[config.mk]
export PLATFORM = sky130hd
export DESIGN_NAME = bus_stall_master
export DESIGN_NICKNAME = d
export VERILOG_FILES = /design/src/rtl/bsm_pkg.sv /design/src/rtl/bsm_addr_decode.sv /design/src/rtl/bsm_wait_timer.sv /design/src/rtl/bsm_seq.sv /design/src/rtl/bus_stall_master.sv
export SDC_FILE = /design/constraint.sdc
export NUM_CORES = 1
export LEC_CHECK = 0
export BUFFER_PORTS_ARGS = -buffer_cell sky130_fd_sc_hd__buf_2
export CORE_MARGIN = 1.5
export CORE_UTILIZATION = 52
export DETAILED_ROUTE_END_ITERATION = 8
export GPL_TIMING_DRIVEN = 1
export PLACE_DENSITY = 0.84
export SYNTH_ARGS = -nofsm -noshare
export SYNTH_HDL_FRONTEND = slang
export SYNTH_HIERARCHICAL = 1
export SYNTH_SLANG_ARGS = --single-unit
[constraint.sdc]
create_clock -name clk -period 4.5 [get_ports clk]
set_clock_uncertainty 0.05 [all_clocks]
set_input_delay 0.9 -clock clk [delete_from_list [all_inputs] [get_ports clk]]
set_output_delay 0.9 -clock clk [all_outputs]
set_load 0.02 [all_outputs]
[src/rtl/bsm_pkg.sv]
package bsm_pkg;

  typedef enum logic [1:0] {
    ST_IDLE = 2'd0,
    ST_ADDR = 2'd1,
    ST_DATA = 2'd2,
    ST_DONE = 2'd3
  } bsm_state_e;

  // Inclusive window compare on a bus address.
  function automatic logic fn_in_window(input logic [15:0] a,
                                        input logic [15:0] lo,
                                        input logic [15:0] hi);
    return (a >= lo) && (a <= hi);
  endfunction

  // Width needed to count 0..limit.
  function automatic int fn_cnt_width(input int limit);
    return (limit < 2) ? 1 : $clog2(limit + 1);
  endfunction

  // Value returned when a cycle is abandoned.
  function automatic logic [7:0] fn_abort_data();
    return 8'hFF;
  endfunction

endpackage

[src/rtl/bsm_addr_decode.sv]
module bsm_addr_decode #(
  parameter int          ADDR_W = 16,
  parameter int          NREG   = 3,
  parameter logic [NREG*ADDR_W-1:0] WIN_LO = {16'hE000, 16'h8000, 16'h0000},
  parameter logic [NREG*ADDR_W-1:0] WIN_HI = {16'hFFFF, 16'h80FF, 16'h1FFF}
) (
  input  logic [ADDR_W-1:0] addr,
  input  logic              qual,
  output logic [NREG-1:0]   sel
);
  import bsm_pkg::*;

  logic [NREG-1:0] raw_hit;
  logic [NREG:0]   taken;

  assign taken[0] = 1'b0;

  generate
    for (genvar i = 0; i < NREG; i++) begin : g_win
      assign raw_hit[i]  = fn_in_window(addr,
                                        WIN_LO[i*ADDR_W +: ADDR_W],
                                        WIN_HI[i*ADDR_W +: ADDR_W]);
      assign sel[i]      = qual && raw_hit[i] && !taken[i];
      assign taken[i+1]  = taken[i] | raw_hit[i];
    end
  endgenerate

endmodule

[src/rtl/bsm_wait_timer.sv]
module bsm_wait_timer #(
  parameter int MAX_WAIT = 500,
  localparam int CW = bsm_pkg::fn_cnt_width(MAX_WAIT)
) (
  input  logic          clk,
  input  logic          rst_n,
  input  logic          clr,
  input  logic          stall,
  output logic [CW-1:0] waits,
  output logic          at_limit
);
  localparam logic [CW-1:0] LIMIT = CW'(MAX_WAIT);

  always_ff @(posedge clk) begin
    if (!rst_n || clr) begin
      waits <= '0;
    end else if (stall && waits != LIMIT) begin
      waits <= waits + 1'b1;
    end
  end

  assign at_limit = (waits == LIMIT);

endmodule

[src/rtl/bsm_seq.sv]
module bsm_seq #(
  parameter int ADDR_W = 16,
  parameter int DATA_W = 8
) (
  input  logic              clk,
  input  logic              rst_n,
  input  logic              req_valid,
  input  logic              req_write,
  input  logic [ADDR_W-1:0] req_addr,
  input  logic [DATA_W-1:0] req_wdata,
  input  logic              mem_rdy,
  input  logic [DATA_W-1:0] bus_din,
  input  logic              tmo_hit,
  output bsm_pkg::bsm_state_e st,
  output logic              accept,
  output logic [ADDR_W-1:0] addr_q,
  output logic              rnw_q,
  output logic [DATA_W-1:0] wdata_q,
  output logic [DATA_W-1:0] rdata_q,
  output logic              err_q
);
  import bsm_pkg::*;

  bsm_state_e st_nx;
  logic       fin_ok;
  logic       fin_tmo;

  assign accept  = (st == ST_IDLE) && req_valid;
  assign fin_ok  = (st == ST_DATA) && mem_rdy;
  assign fin_tmo = (st == ST_DATA) && !mem_rdy && tmo_hit;

  always_comb begin
    st_nx = st;
    unique case (st)
      ST_IDLE: if (accept) st_nx = ST_ADDR;
      ST_ADDR: st_nx = ST_DATA;
      ST_DATA: if (fin_ok || fin_tmo) st_nx = ST_DONE;
      ST_DONE: st_nx = ST_IDLE;
      default: st_nx = ST_IDLE;
    endcase
  end

  always_ff @(posedge clk) begin
    if (!rst_n) begin
      st      <= ST_IDLE;
      addr_q  <= '0;
      rnw_q   <= 1'b1;
      wdata_q <= '0;
      rdata_q <= '0;
      err_q   <= 1'b0;
    end else begin
      st <= st_nx;
      if (accept) begin
        addr_q  <= req_addr;
        rnw_q   <= !req_write;
        wdata_q <= req_wdata;
      end
      if (fin_ok) begin
        rdata_q <= rnw_q ? bus_din : '0;
        err_q   <= 1'b0;
      end else if (fin_tmo) begin
        rdata_q <= DATA_W'(fn_abort_data());
        err_q   <= 1'b1;
      end
    end
  end

endmodule

[src/rtl/bus_stall_master.sv]
module bus_stall_master #(
  parameter int ADDR_W   = 16,
  parameter int DATA_W   = 8,
  parameter int NREG     = 3,
  parameter int MAX_WAIT = 500,
  parameter logic [NREG*ADDR_W-1:0] WIN_LO = {16'hE000, 16'h8000, 16'h0000},
  parameter logic [NREG*ADDR_W-1:0] WIN_HI = {16'hFFFF, 16'h80FF, 16'h1FFF}
) (
  input  logic              clk,
  input  logic              rst_n,
  input  logic              req_valid,
  input  logic              req_write,
  input  logic [ADDR_W-1:0] req_addr,
  input  logic [DATA_W-1:0] req_wdata,
  output logic              req_ready,
  output logic              rsp_valid,
  output logic [DATA_W-1:0] rsp_rdata,
  output logic              rsp_err,
  output logic [ADDR_W-1:0] bus_addr,
  output logic              bus_rnw,
  output logic              bus_vma,
  output logic [DATA_W-1:0] bus_dout,
  output logic              bus_dout_en,
  input  logic [DATA_W-1:0] bus_din,
  input  logic              mem_rdy,
  output logic [NREG-1:0]   chip_sel
);
  import bsm_pkg::*;

  localparam int CW = fn_cnt_width(MAX_WAIT);

  bsm_state_e  st;
  logic        accept;
  logic        in_data;
  logic        stall_now;
  logic        tmo_hit;
  logic [CW-1:0] waits;

  bsm_seq #(.ADDR_W(ADDR_W), .DATA_W(DATA_W)) seq_i (
    .clk       (clk),
    .rst_n     (rst_n),
    .req_valid (req_valid),
    .req_write (req_write),
    .req_addr  (req_addr),
    .req_wdata (req_wdata),
    .mem_rdy   (mem_rdy),
    .bus_din   (bus_din),
    .tmo_hit   (tmo_hit),
    .st        (st),
    .accept    (accept),
    .addr_q    (bus_addr),
    .rnw_q     (bus_rnw),
    .wdata_q   (bus_dout),
    .rdata_q   (rsp_rdata),
    .err_q     (rsp_err)
  );

  assign in_data   = (st == ST_DATA);
  assign stall_now = in_data && !mem_rdy;

  bsm_wait_timer #(.MAX_WAIT(MAX_WAIT)) tmr_i (
    .clk      (clk),
    .rst_n    (rst_n),
    .clr      (accept),
    .stall    (stall_now),
    .waits    (waits),
    .at_limit (tmo_hit)
  );

  assign bus_vma     = (st == ST_ADDR) || in_data;
  assign bus_dout_en = in_data && !bus_rnw;
  assign req_ready   = (st == ST_IDLE);
  assign rsp_valid   = (st == ST_DONE);

  bsm_addr_decode #(
    .ADDR_W (ADDR_W), .NREG(NREG), .WIN_LO(WIN_LO), .WIN_HI(WIN_HI)
  ) dec_i (
    .addr (bus_addr),
    .qual (bus_vma),
    .sel  (chip_sel)
  );

endmodule

Word level (Yosys, flattened, before mapping)
Index checks and enable logic that the tools add are counted.

Flip-flop bits (word level): 45. Input bits: 37. Output and inout bits: 41. Logic and storage cells: 56.

Add/subtract/negate cells: 1. Magnitude comparators: 6. Eq/ne operators: 7. Muxes and demuxes: 6. Bitwise operators: 2. Reductions and logical operators: 27.

Operator list (number): 16-bit >= comparator (second input constant) (2); 16-bit less-or-equal comparator (second input constant) (2); 8-bit 2-to-1 mux (3); 16-bit by 1-bit >= comparator with 1-bit output (second input constant) (1); 16-bit by 13-bit less-or-equal comparator with 1-bit output (second input constant) (1); 1-bit logical AND (14); 9-bit by 1-bit adder with 9-bit output (second input constant) (1); 9-bit == test (second input constant) (1); 9-bit inequality test (second input constant) (1); 2-bit one-hot mux with 4 select lines (1); 1-bit logical NOT (6); 2-bit == test (second input constant) (2); 2-bit 2-to-1 mux (2); 2-bit by 1-bit inequality test with 1-bit output (second input constant) (2); 1-bit logical OR (3); 2-bit by 1-bit == test with 1-bit output (second input constant) (1); 2-bit logical NOT (1); 2-bit AND reduction (1); 2-bit nonzero test (1); 2-bit OR reduction (1); 1-bit inverter (1); 1-bit OR (1).

Logic depth before layout (Yosys ltp)
Gate-level depths: netlist (run 1).

Depth in word-level cells: 6. Gate-level depth with buffers: 8. Depth with buffers taken out: 7.

Hierarchy
Netlist (run 1), hierarchy kept.

Modules (own cells, without submodules): bsm_seq (times used 1, cells an instance 160, area each 1436.4 sq um, sequential area each 720.7 sq um); bsm_wait_timer (times used 1, cells an instance 51, area each 456.7 sq um, sequential area each 180.2 sq um); bus_stall_master (times used 1, cells an instance 7, area each 72.6 sq um, sequential area each 0.0 sq um); bsm_addr_decode (times used 1, cells an instance 7, area each 43.8 sq um, sequential area each 0.0 sq um).

Worst setup path after synthesis (run 1)
OpenSTA, ideal clock, no wires.

Path kind: register to output. From: reg seq_i.st[1]. To: out chip_sel[0]. Data arrival time: 1.588 ns. Required time: 3.550 ns. Path slack: 1.962 ns. Stages on the path, launching flop included: 4. Cells stage by stage: dfxtp_1 inv_1 ha_1 nor4b_1.

Cells in the longest elaborated chain, start to end: 3. Elaborated cells on any way between the ends: 4. Classes of those cells: eq/ne (2); reduce/logical (2).

RTL lines: start, declared (RTL line bsm_seq.sv:14) `output bsm_pkg::bsm_state_e st,`; start signal, assigned (RTL line bsm_seq.sv:52) `st <= st_nx;`; 2-bit by 1-bit == test with 1-bit output / 2-bit == test (equally long branches) (RTL line bus_stall_master.sv:70, bus_stall_master.sv:58); 1-bit logical OR (*) (RTL line bus_stall_master.sv:70) `assign bus_vma = (st == ST_ADDR) || in_data;`; net bus_vma (RTL line bus_stall_master.sv:21) `output logic bus_vma,`; 1-bit logical AND (*) (RTL line bsm_addr_decode.sv:23) `assign sel[i] = qual && raw_hit[i] && !taken[i];`; end, declared (RTL line bus_stall_master.sv:26) `output logic [NREG-1:0] chip_sel`.

The timed path passes the listed nets; every way through them passes the cells marked *.

Final worst setup path (run 1)
From: reg seq_i.st[1]. To: out chip_sel[0].

Cells in the longest elaborated chain, start to end: 3. Elaborated cells on any way between the ends: 4. Classes of those cells: eq/ne (2); reduce/logical (2).

RTL lines (RTL line): 2-bit by 1-bit == test with 1-bit output / 2-bit == test (equally long branches) (bus_stall_master.sv:70, bus_stall_master.sv:58); 1-bit logical OR (*) (bus_stall_master.sv:70); 1-bit logical AND (*) (bsm_addr_decode.sv:23).

Mark *: on every way between the ends. The rest lies on a longest branch, timed or not.

==> impl_metrics.csv, run 1 <==
group,metric,value,unit
status,status,"complete, no violations",
logic_synthesis,synth_common_cells,"59 x nand2_1, 45 x dfxtp_1, 14 x a21oi_1, 13 x nor2_1, 10 x a21boi_1",
power_and_ir_drop,switching_share,39.15,%
clock_network,clk_pin_slew_worst_paths,0.08,ns
hold_path,min_path_type,"reg2reg",
floorplan,dieHeight,65.17,µm
cells_and_area,multiInputGateArea,1022,µm²
floorplan,rows,22,
run,drv_cap,0,
power_and_ir_drop,power_frac_clock,19.8,%
floorplan,ioPinCount,78,
logic_synthesis,synth_area_leader_cell,"dfxtp_1",
critical_path,reg2reg_from,"seq_i/st[1]",
cells_and_area,drive_above_1_share,33.89,%
detailed_routing,first_iter_violations,83,
cells_and_area,areaGrowthSynthToFinish,23.97,%
detailed_routing,wire_per_inst,12.83,µm
critical_path,worst-path-max-fanout,6,
logic_synthesis,syn_avg_cell_area,8.931,µm²
clock_network,numClockSinks,45,
power_and_ir_drop,pwr-share-comb,39.1,%
power_and_ir_drop,p_sw,0.4871,mW
critical_path,r2r_setup_slack,2.55,ns
floorplan,floorplan.initialDensity,54.48,%
placement,io_buffers,77,
logic_synthesis,synth_area,2009,µm²
logic_synthesis,seq_area_frac_synth,44.83,%
detailed_routing,m1WireLength,1904,µm
logic_synthesis,async_flop_share,0,%
critical_path,cp-start-kind,"flop",
clock_network,htreeDepth,2,
logic_synthesis,synth-edff-count,0,
clock_network,clock_path_buffers,2,
clock_network,cts_root_buf,"clkbuf_8",
detailed_routing,drt_wl_total,4476,µm
global_route,grt_pass1_wl,7314,µm
sta,setup_tns,0,ns
critical_path,critPathKind,"reg2out",
cells_and_area,nNetsFinal,345,
clock_network,cts_tree,"built",
floorplan,dieArea,4246,µm²
critical_path,worstPathArrival,1.59,ns
logic_synthesis,ys_top_cells_by_area,"dfxtp_1 45%, nand2_1 11%, a21boi_2 5.0%, ha_1 4.4%, a21boi_1 3.7%",
critical_path,end_kind,"output pin",
power_and_ir_drop,pwr-share-seq,41.1,%
detailed_routing,num_vias,1832,
cells_and_area,fillCellCount,333,
sta,fmax,0.3936,GHz
sta,setup_viol,0,
global_route,grt_antenna_before_repair,0,
detailed_routing,ant_nets,0,
clock_network,cts_setup_buffers,0,
sta,final_hold_viol_count,0,
logic_synthesis,ys.flop_type,"dfxtp_1",
clock_network,cts.repair.resized,0,
sta,rsz0062_at_grt,"false",
clock_network,hold_buffers,0,
floorplan,die_w,65.17,µm
critical_path,r2r_end,"tmr_i/waits[7]",
detailed_routing,wl_met2,2225,µm
hold_path,min_to,"seq_i/addr_q[6]",
sta,worstMarginPinSlew,0.5403,ns
clock_network,cts_made_buffers,5,
floorplan,core,3689,µm²
power_and_ir_drop,power_density,499.4,nW/µm²
logic_synthesis,synth_cell_types,43,
placement,place_congestion,0.8331,
critical_path,crit_required,3.55,ns
global_route,grt.overflow.total,0,
hold_path,hp-start,"seq_i/addr_q[6]",
cells_and_area,diodes,0,
global_route,grt_use_total,22.07,%
logic_synthesis,ys_ff_latch,45,
power_and_ir_drop,intPower,0.7569,mW
logic_synthesis,post-synth-top-area-fraction,44.83,%
sta,slew_viol_final,0,
logic_synthesis,syn_nets,269,
logic_synthesis,yosysWarnings,6,
detailed_routing,top_layer,"met4",
sta,maxSlewHeadroom,63.98,%
power_and_ir_drop,peakVddDrop,236.7,µV
detailed_routing,firstDrtPassIters,4,
placement,dp_hpwl,3223,µm
global_route,grt_max_degree,40,
critical_path,rr_worst_depth,7,
cells_and_area,register_area,900.9,µm²
detailed_routing,vias_per_cell,5.249,
logic_synthesis,yosysMostFrequentCell,"nand2_1",
global_route,grt_pass1_vias,1708,
logic_synthesis,netlist_instances,225,
sta,fin_crit_sh,56.46,%
power_and_ir_drop,leakage,1.103,nW
detailed_routing,met3_length,282,µm
sta,holdWs,0.4080,ns
hold_path,whs_path_depth,2,
detailed_routing,drc,0,
sta,fin_crit,2.541,ns
clock_network,worstSkewPairLatency,0.29,ns
[layout by cell type, fill, tap and decap left out, drive strengths merged, types with 7 or more instances in the layout]
cell and instances:
nand2 60, inv 9, nor3b 8, ha 7, clkbuf 7, dfxtp 45
buf 77, nor2 13, a21boi 24, a21oi 15
[worst max path at each step]
stage	slack [ns]	to	cells past startpoint	from
CTS	1.93	chip_sel[0]	4	seq_i/st[1]
finish	1.96	chip_sel[0]	4	seq_i/st[1]
global route	1.85	chip_sel[0]	4	seq_i/st[1]
floorplan	1.96	chip_sel[0]	3	seq_i/st[1]
global placement	2.35	tmr_i/waits[7]	6	req_valid
detailed placement	2.26	chip_sel[0]	4	seq_i/st[1]
[power by group through the flow]
stage	combinational [mW]	sequential, mW	clock, mW
detailed placement	0.488	0.521	0
finish	0.487	0.511	0.246
global route	0.538	0.520	0.267
global placement	0.478	0.518	0
CTS	0.491	0.512	0.249
floorplan	0.309	0.573	0
[per-layer routing]
metal	global-route usage [%]	vias to the layer above
met1	26.73	850
li1	-	915
met5	0	-
met3	4.795	6
met2	38.65	61
met4	7.552	0
[flip-flops by register name, indices dropped and copies added, names as in the netlist]
name and flops:
seq_i/wdata_q 8, seq_i/st 2, seq_i/rdata_q 8, seq_i/err_q 1
tmr_i/waits 9, seq_i/addr_q 16, seq_i/rnw_q 1
[critical path: stages (launching register included)]
cell and delay [ns]:
dfxtp_1 0.42, inv_1 0.06, ha_1 0.32, nor4b_1 0.27, buf_2 0.22
[cell type report]
class	count	share of cell area [%]
clock buffers	7	3.466
inverters	9	1.457
repair buffers	77	15.47
flip-flops and latches	45	36.16
multi-input cells	163	41.03
well taps	48	2.411
[cells by family after synthesis]
| kind of cell | count (synthesis) | synth area share [%] |
|---|---|---|
| adder cells (fa/ha/maj) | 7 | 4.358 |
| multiplexers | 2 | 0.9963 |
| XOR/XNOR | 1 | 0.4359 |
| AO/OA/AOI/OAI | 52 | 20.11 |
| buffers and inverters | 17 | 4.296 |
| AND/OR/NAND/NOR | 101 | 24.97 |
| flip-flops | 45 | 44.83 |
[per-stage QoR]
stage	area [µm²]	power (mW)	utilization, %	cells	setup slack [ns]
after floorplan	2009	0.8821	-	225	1.962
after global placement	2405	0.9962	65.20	342	2.350
after detailed placement	2405	1.009	65.20	342	2.256
after CTS	2491	1.251	67.54	349	1.931
after global routing	2491	1.325	67.54	349	1.852
final	2491	1.244	67.54	349	1.959
Power figures use the tool's default switching activity.
==> run 2, diff against run 1 <==
- ABC_AREA: unset -> 1
- CORE_UTILIZATION: 52 -> 44
- PLACE_DENSITY: 0.84 -> 0.76
- clock period: 4.5 -> 2.3 ns (I/O delays scaled with it)
==> run 2 against run 1 <==
Net effect:
- area after synthesis rose by 3.4%
- critical path depth up 1
- clock-buffer cell count stayed put
- combinational power increased by 120%
- final area is 2.1% higher
==> impl_metrics.csv, run 2 <==
group,metric,value,unit
status,status,"complete, no violations",
floorplan,dieArea,5144,µm²
logic_synthesis,synth_top_family_by_area,"simple AND/OR/NAND/NOR gates",
logic_synthesis,synth-edff-count,0,
critical_path,reg2reg_from,"seq_i/st[1]",
detailed_routing,drc,0,
global_route,grt.busiest_layer,"met2",
critical_path,worstPathArrival,1.41,ns
clock_network,cts_setup_buffers,0,
floorplan,floorplan.initialDensity,46.76,%
logic_synthesis,syn_nets,332,
logic_synthesis,yosysWarnings,6,
power_and_ir_drop,power_density,1041,nW/µm²
placement,place_inst,409,
sta,worstMarginPinSlew,0.3968,ns
detailed_routing,wire_per_inst,10.42,µm
logic_synthesis,synth-simple-area-share,29.86,%
placement,placed_cell_area,2459,µm²
logic_synthesis,ys_ff_latch,45,
hold_path,min_to,"seq_i/rnw_q",
logic_synthesis,yosysMostFrequentCell,"nor2_1",
cells_and_area,nNetsFinal,408,
global_route,grt_antenna_before_repair,0,
logic_synthesis,syn_avg_cell_area,7.216,µm²
critical_path,critPathKind,"reg2out",
sta,setup_viol,0,
clock_network,clk_pin_slew_worst_paths,0.08,ns
clock_network,numClockSinks,45,
logic_synthesis,post-synth-top-area-fraction,43.35,%
placement,place_congestion,0.8004,
logic_synthesis,synth_area_leader_cell,"dfxtp_1",
power_and_ir_drop,peakVddDrop,663.2,µV
cells_and_area,drive_above_1_share,27.40,%
logic_synthesis,netlist_instances,288,
critical_path,worst-path-max-fanout,6,
hold_path,hp-start,"req_write",
critical_path,end_kind,"output pin",
sta,fmax,0.5211,GHz
logic_synthesis,synth_cell_types,25,
clock_network,worstSkewPairLatency,0.30,ns
sta,slew_viol_final,0,
floorplan,die_w,71.73,µm
global_route,use_met2,30.66,%
critical_path,cp-start-kind,"flop",
cells_and_area,largest_reg_flops,16,
clock_network,cts_root_buf,"clkbuf_8",
global_route,grt_max_degree,28,
sta,setup_tns,0,ns
logic_synthesis,ys_top_cells_by_area,"dfxtp_1 43%, nor2_1 11%, nand2_1 10%, inv_1 6.9%, o21ai_0 5.5%",
detailed_routing,vias_per_cell,4.626,
cells_and_area,final_area,2542,µm²
sta,fin_crit_sh,83.44,%
sta,maxSlewHeadroom,73.51,%
detailed_routing,drt_wl_total,4345,µm
floorplan,dieHeight,71.73,µm
cells_and_area,layout_common_cells,"77 x buf_2, 61 x nor2_1, 56 x nand2_1",
hold_path,whs_path_depth,2,
clock_network,cts_tree,"built",
cells_and_area,fin_util,57.21,%
global_route,grt_pass1_wl,7417,µm
logic_synthesis,ys.flop_type,"dfxtp_1",
critical_path,r2r_setup_slack,0.59,ns
critical_path,crit_required,1.79,ns
clock_network,cts.repair.resized,0,
sta,final_hold_viol_count,0,
floorplan,ioPinCount,78,
detailed_routing,ant_nets,0,
sta,rsz0062_at_grt,"false",
global_route,grt_util_met3,5.345,%
logic_synthesis,synth_area,2078,µm²
floorplan,rows,24,
logic_synthesis,muxShareOfSynthArea,0,%
placement,dp_hpwl,3201,µm
sta,fin_crit,1.919,ns
logic_synthesis,synth_common_cells,"61 x nor2_1, 56 x nand2_1, 45 x dfxtp_1, 38 x inv_1, 23 x o21ai_0",
logic_synthesis,synth_compound_area_share,11.38,%
cells_and_area,layout_commonest_cell,"buf_2",
cells_and_area,top_regs,"seq_i/addr_q: 16 flops, tmr_i/waits: 9 flops",
critical_path,r2r_end,"tmr_i/waits[4]",
cells_and_area,finalNonFillerCells,417,
detailed_routing,first_iter_violations,93,
logic_synthesis,async_flop_share,0,%
logic_synthesis,synth-xor-area-share,0,%
floorplan,core,4444,µm²
cells_and_area,diodes,0,
detailed_routing,firstDrtPassIters,6,
logic_synthesis,synthAdderAreaFrac,4.214,%
global_route,grt_pass1_vias,1791,
global_route,grt_use_total,17.99,%
clock_network,clock_path_buffers,2,
detailed_routing,num_vias,1929,
power_and_ir_drop,leakage,1.302,nW
critical_path,rr_worst_depth,8,
global_route,grt_use_met1,21.81,%
clock_network,hold_buffers,0,
logic_synthesis,seq_area_frac_synth,43.35,%
placement,io_buffers,77,
cells_and_area,areaGrowthSynthToFinish,22.34,%
run,drv_cap,0,
global_route,grt.overflow.total,0,
clock_network,htreeDepth,2,
clock_network,cts_made_buffers,5,
cells_and_area,regMostFlops,"seq_i/addr_q",
hold_path,min_path_type,"in2reg",
## run 2: cell types whose count changed in the layout (fill, tap and decap cells not counted), moves of 5 or more
cell      previous run  this run
a21boi_1            10         0
o21ai_0              2        23
a21boi_0             5         0
nor2_2               0         6
nand3_1              1         7
inv_1                8        38
nor3b_1              8         0
nor2_1              13        61
a21boi_2             9         0
## run 2: logic make-up after synthesis
family	after synthesis
buffers and inverters	49
AND/OR/NAND/NOR	141
flip-flops	45
adder cells (fa/ha/maj)	7
AO/OA/AOI/OAI	46
## run 2: report_power, final
group	switching [mW]	leakage, nW	total (mW)	internal, mW
sequential	0.123	0.369	1.08	0.955
combinational	0.723	0.894	1.09	0.371
clock	0.259	0.0385	0.474	0.215
total	1.10	1.30	2.65	1.54
## run 2: metrics by stage
step	total power [mW]	hold WS (ns)	setup slack [ns]
floorplan	1.941	0.3936	0.5588
global placement	2.180	0.3794	0.6450
detailed placement	2.203	0.3874	0.5837
CTS	2.677	0.3157	0.3551
global route	2.849	0.3250	0.2782
finish	2.646	0.3254	0.3809
## run 2: routing by layer
| layer | vias up | share of wire (%) |
|---|---|---|
| met1 | 832 | 44 |
| met4 | 0 | 1.2 |
| met3 | 7 | 7.3 |
| met5 | - | 0 |
| met2 | 58 | 47 |
| li1 | 1032 | - |
## run 2: critical path, cell delays in order, from the launching register on
cell	delay (ns)
dfxtp_1	0.43
inv_1	0.06
ha_1	0.29
inv_1	0.07
nor2_1	0.10
buf_2	0.16
## run 2: layout make-up
class | count | area [µm²]
Inverter | 40 | 155.1
Tap cell | 52 | 65.06
Fill cell | 443 | 1902
Timing Repair Buffer | 78 | 392.9
Clock inverter | 1 | 7.507
Multi-Input combinational cell | 194 | 944.7
Clock buffer | 7 | 76.32
Sequential cell | 45 | 900.9
## run 2: how the worst max path moves through the flow
stage	start	end	slack (ns)	cells past startpoint
final	seq_i/st[1]	chip_sel[0]	0.38	5
after CTS	seq_i/st[1]	chip_sel[0]	0.36	5
after detailed placement	seq_i/st[1]	tmr_i/waits[4]	0.58	8
after global routing	seq_i/st[1]	chip_sel[1]	0.28	5
after global placement	seq_i/st[1]	tmr_i/waits[4]	0.64	8
after floorplan	seq_i/st[1]	chip_sel[0]	0.56	4
==> run 3, diff against run 2 <==
- clock period: 2.3 -> 1.7 ns (I/O delays scaled with it)
==> run 3 against run 2 <==
Net effect:
- register-to-register slack got worse by 0.43 ns
- global-route usage fell by 0.68 points
- highest routed layer is now met5
- clock power rose by 26%
- non-clock buffer count rose by 5
- sequential share of layout area fell by 0.61 points
- sequential power rose by 35%
- critical endpoint unchanged
- critical path type unchanged
- via count rose by 1.6%
- critical path depth did not move
- largest power group unchanged
==> impl_metrics.csv, run 3 (synthesized netlist as in run 2, its figures left out) <==
group,metric,value,unit
status,status,"complete, no violations",
global_route,grt.overflow.total,0,
floorplan,die_w,71.73,µm
detailed_routing,firstDrtPassIters,6,
placement,placed_cell_area,2481,µm²
global_route,grt_max_degree,27,
detailed_routing,first_iter_violations,72,
sta,fin_ws,0.06584,ns
detailed_routing,drt_wl_total,4264,µm
sta,final_hold_viol_count,0,
cells_and_area,largest_reg_flops,16,
cells_and_area,layout_common_cells,"74 x buf_2, 60 x nor2_1, 56 x nand2_1",
run,drv_cap,0,
clock_network,worstSkewPairLatency,0.28,ns
clock_network,hold_buffers,0,
sta,holdWs,0.2149,ns
critical_path,r2r_end,"tmr_i/waits[6]",
power_and_ir_drop,power.total,3.674,mW
placement,place_inst,412,
global_route,grt_antenna_before_repair,1,
power_and_ir_drop,switching_share,41.01,%
power_and_ir_drop,power_frac_clock,16.2,%
cells_and_area,regMostFlops,"seq_i/addr_q",
hold_path,hp-start,"req_write",
hold_path,min_to,"seq_i/rnw_q",
hold_path,whs_path_depth,2,
critical_path,path_buf_inv,3,
clock_network,cts_made_buffers,5,
detailed_routing,vias_per_cell,4.667,
floorplan,dieArea,5144,µm²
cells_and_area,fin_util,58.53,%
critical_path,cp-start-kind,"flop",
clock_network,clk_pin_slew_worst_paths,0.08,ns
clock_network,cts_tree,"built",
critical_path,rr_worst_depth,9,
critical_path,max_stage_delay,0.35,ns
clock_network,htreeDepth,2,
floorplan,floorplan.initialDensity,46.76,%
hold_path,min_path_type,"in2reg",
clock_network,numClockSinks,45,
global_route,grt_pass1_wl,7272,µm
cells_and_area,final_area,2601,µm²
placement,dp_hpwl,3155,µm
detailed_routing,num_vias,1960,
cells_and_area,top_regs,"seq_i/addr_q: 16 flops, tmr_i/waits: 9 flops",
power_and_ir_drop,peakVddDrop,704.1,µV
critical_path,reg2reg_from,"seq_i/st[1]",
placement,place_congestion,0.7946,
power_and_ir_drop,power_density,1412,nW/µm²
critical_path,timing.critical_path.max_delay_family,"flip-flops",
power_and_ir_drop,pwr-share-comb,44.1,%
critical_path,end_kind,"output pin",
floorplan,dieHeight,71.73,µm
detailed_routing,ant_nets,0,
floorplan,core,4444,µm²
critical_path,crit_slowest_cell,"dfxtp_4",
sta,worstMarginPinSlew,0.3563,ns
sta,rsz0062_at_grt,"false",
detailed_routing,wire_per_inst,10.15,µm
critical_path,worstPathArrival,1.24,ns
placement,place_ws,0.1476,ns
cells_and_area,fillCellCount,437,
clock_network,cts_root_buf,"clkbuf_8",
clock_network,clock_path_buffers,2,
power_and_ir_drop,pwr-share-seq,39.7,%
floorplan,ioPinCount,78,
sta,slew_viol_final,0,
floorplan,rows,24,
placement,io_buffers,77,
global_route,grt_pass1_vias,1755,
detailed_routing,drc,0,
critical_path,cp.depth,5,
sta,setup_viol,0,
sta,maxSlewHeadroom,76.21,%
cells_and_area,finalNonFillerCells,420,
critical_path,worst-path-max-fanout,3,
cells_and_area,diodes,0,
critical_path,critPathKind,"reg2out",
global_route,grt_use_total,17.31,%
critical_path,r2r_setup_slack,0.16,ns
sta,fmax,0.6119,GHz
critical_path,crit_required,1.31,ns
sta,setup_tns,0,ns
power_and_ir_drop,intPower,2.168,mW
cells_and_area,layout_commonest_cell,"buf_2",
power_and_ir_drop,p_sw,1.507,mW
power_and_ir_drop,leakage,1.330,nW
cells_and_area,drive_above_1_share,30.16,%
sta,fin_crit,1.634,ns
cells_and_area,nNetsFinal,413,
sta,fin_crit_sh,96.13,%
cells_and_area,areaGrowthSynthToFinish,25.17,%
critical_path,cp_cell_sequence,"inv_1 -> ha_4 -> inv_2 -> nor2_2 -> buf_6",
## run 3: area by class of cell
type | count | area (µm²) | area share, %
clock buffer | 5 | 68.82 | 2.646
multi-input combinational | 194 | 959.7 | 36.89
sequential | 45 | 905.9 | 34.82
tap | 52 | 65.06 | 2.501
clock inverter | 1 | 5.005 | 0.1924
inverter | 40 | 155.1 | 5.964
timing repair buffer | 83 | 441.7 | 16.98
## run 3: layer usage
layer | wire [µm] | vias up | track usage (%) | share of wire, %
met4 | 27 | 2 | 2.516 | 0.63
met5 | 12 | - | 0 | 0.28
met3 | 279 | 6 | 6.610 | 6.5
met1 | 2036 | 859 | 22.08 | 48
met2 | 1907 | 53 | 28.60 | 45
li1 | - | 1040 | - | -
## run 3: power by group through the flow
| stage | logic, mW | clock network, mW | registers, mW |
|---|---|---|---|
| 6_report | 1.62 | 0.595 | 1.46 |
| 5_1_grt | 1.82 | 0.657 | 1.50 |
| 4_1_cts | 1.55 | 0.617 | 1.47 |
| 3_5_place_dp | 1.53 | 0 | 1.48 |
| 3_3_place_gp | 1.51 | 0 | 1.48 |
| 2_1_floorplan | 0.913 | 0 | 1.71 |
## run 3: timing repair
| item | CTS | global route |
|---|---|---|
| pin swaps | 0 | 0 |
| gates resized for setup | 7 | 4 |
| endpoints found under the setup margin | 3 | 3 |
| buffers inserted | 0 | 2 |
## run 3: worst max-delay path by stage
stage | slack (ns) | to | from
after floorplan | 0.08 | chip_sel[0] | seq_i/st[1]
after CTS | 0.007 | chip_sel[0] | seq_i/st[1]
final | 0.07 | chip_sel[0] | seq_i/st[1]
after global placement | 0.19 | tmr_i/waits[6] | seq_i/st[1]
after detailed placement | 0.15 | tmr_i/waits[6] | seq_i/st[1]
after global routing | 0.003 | chip_sel[0] | seq_i/st[1]
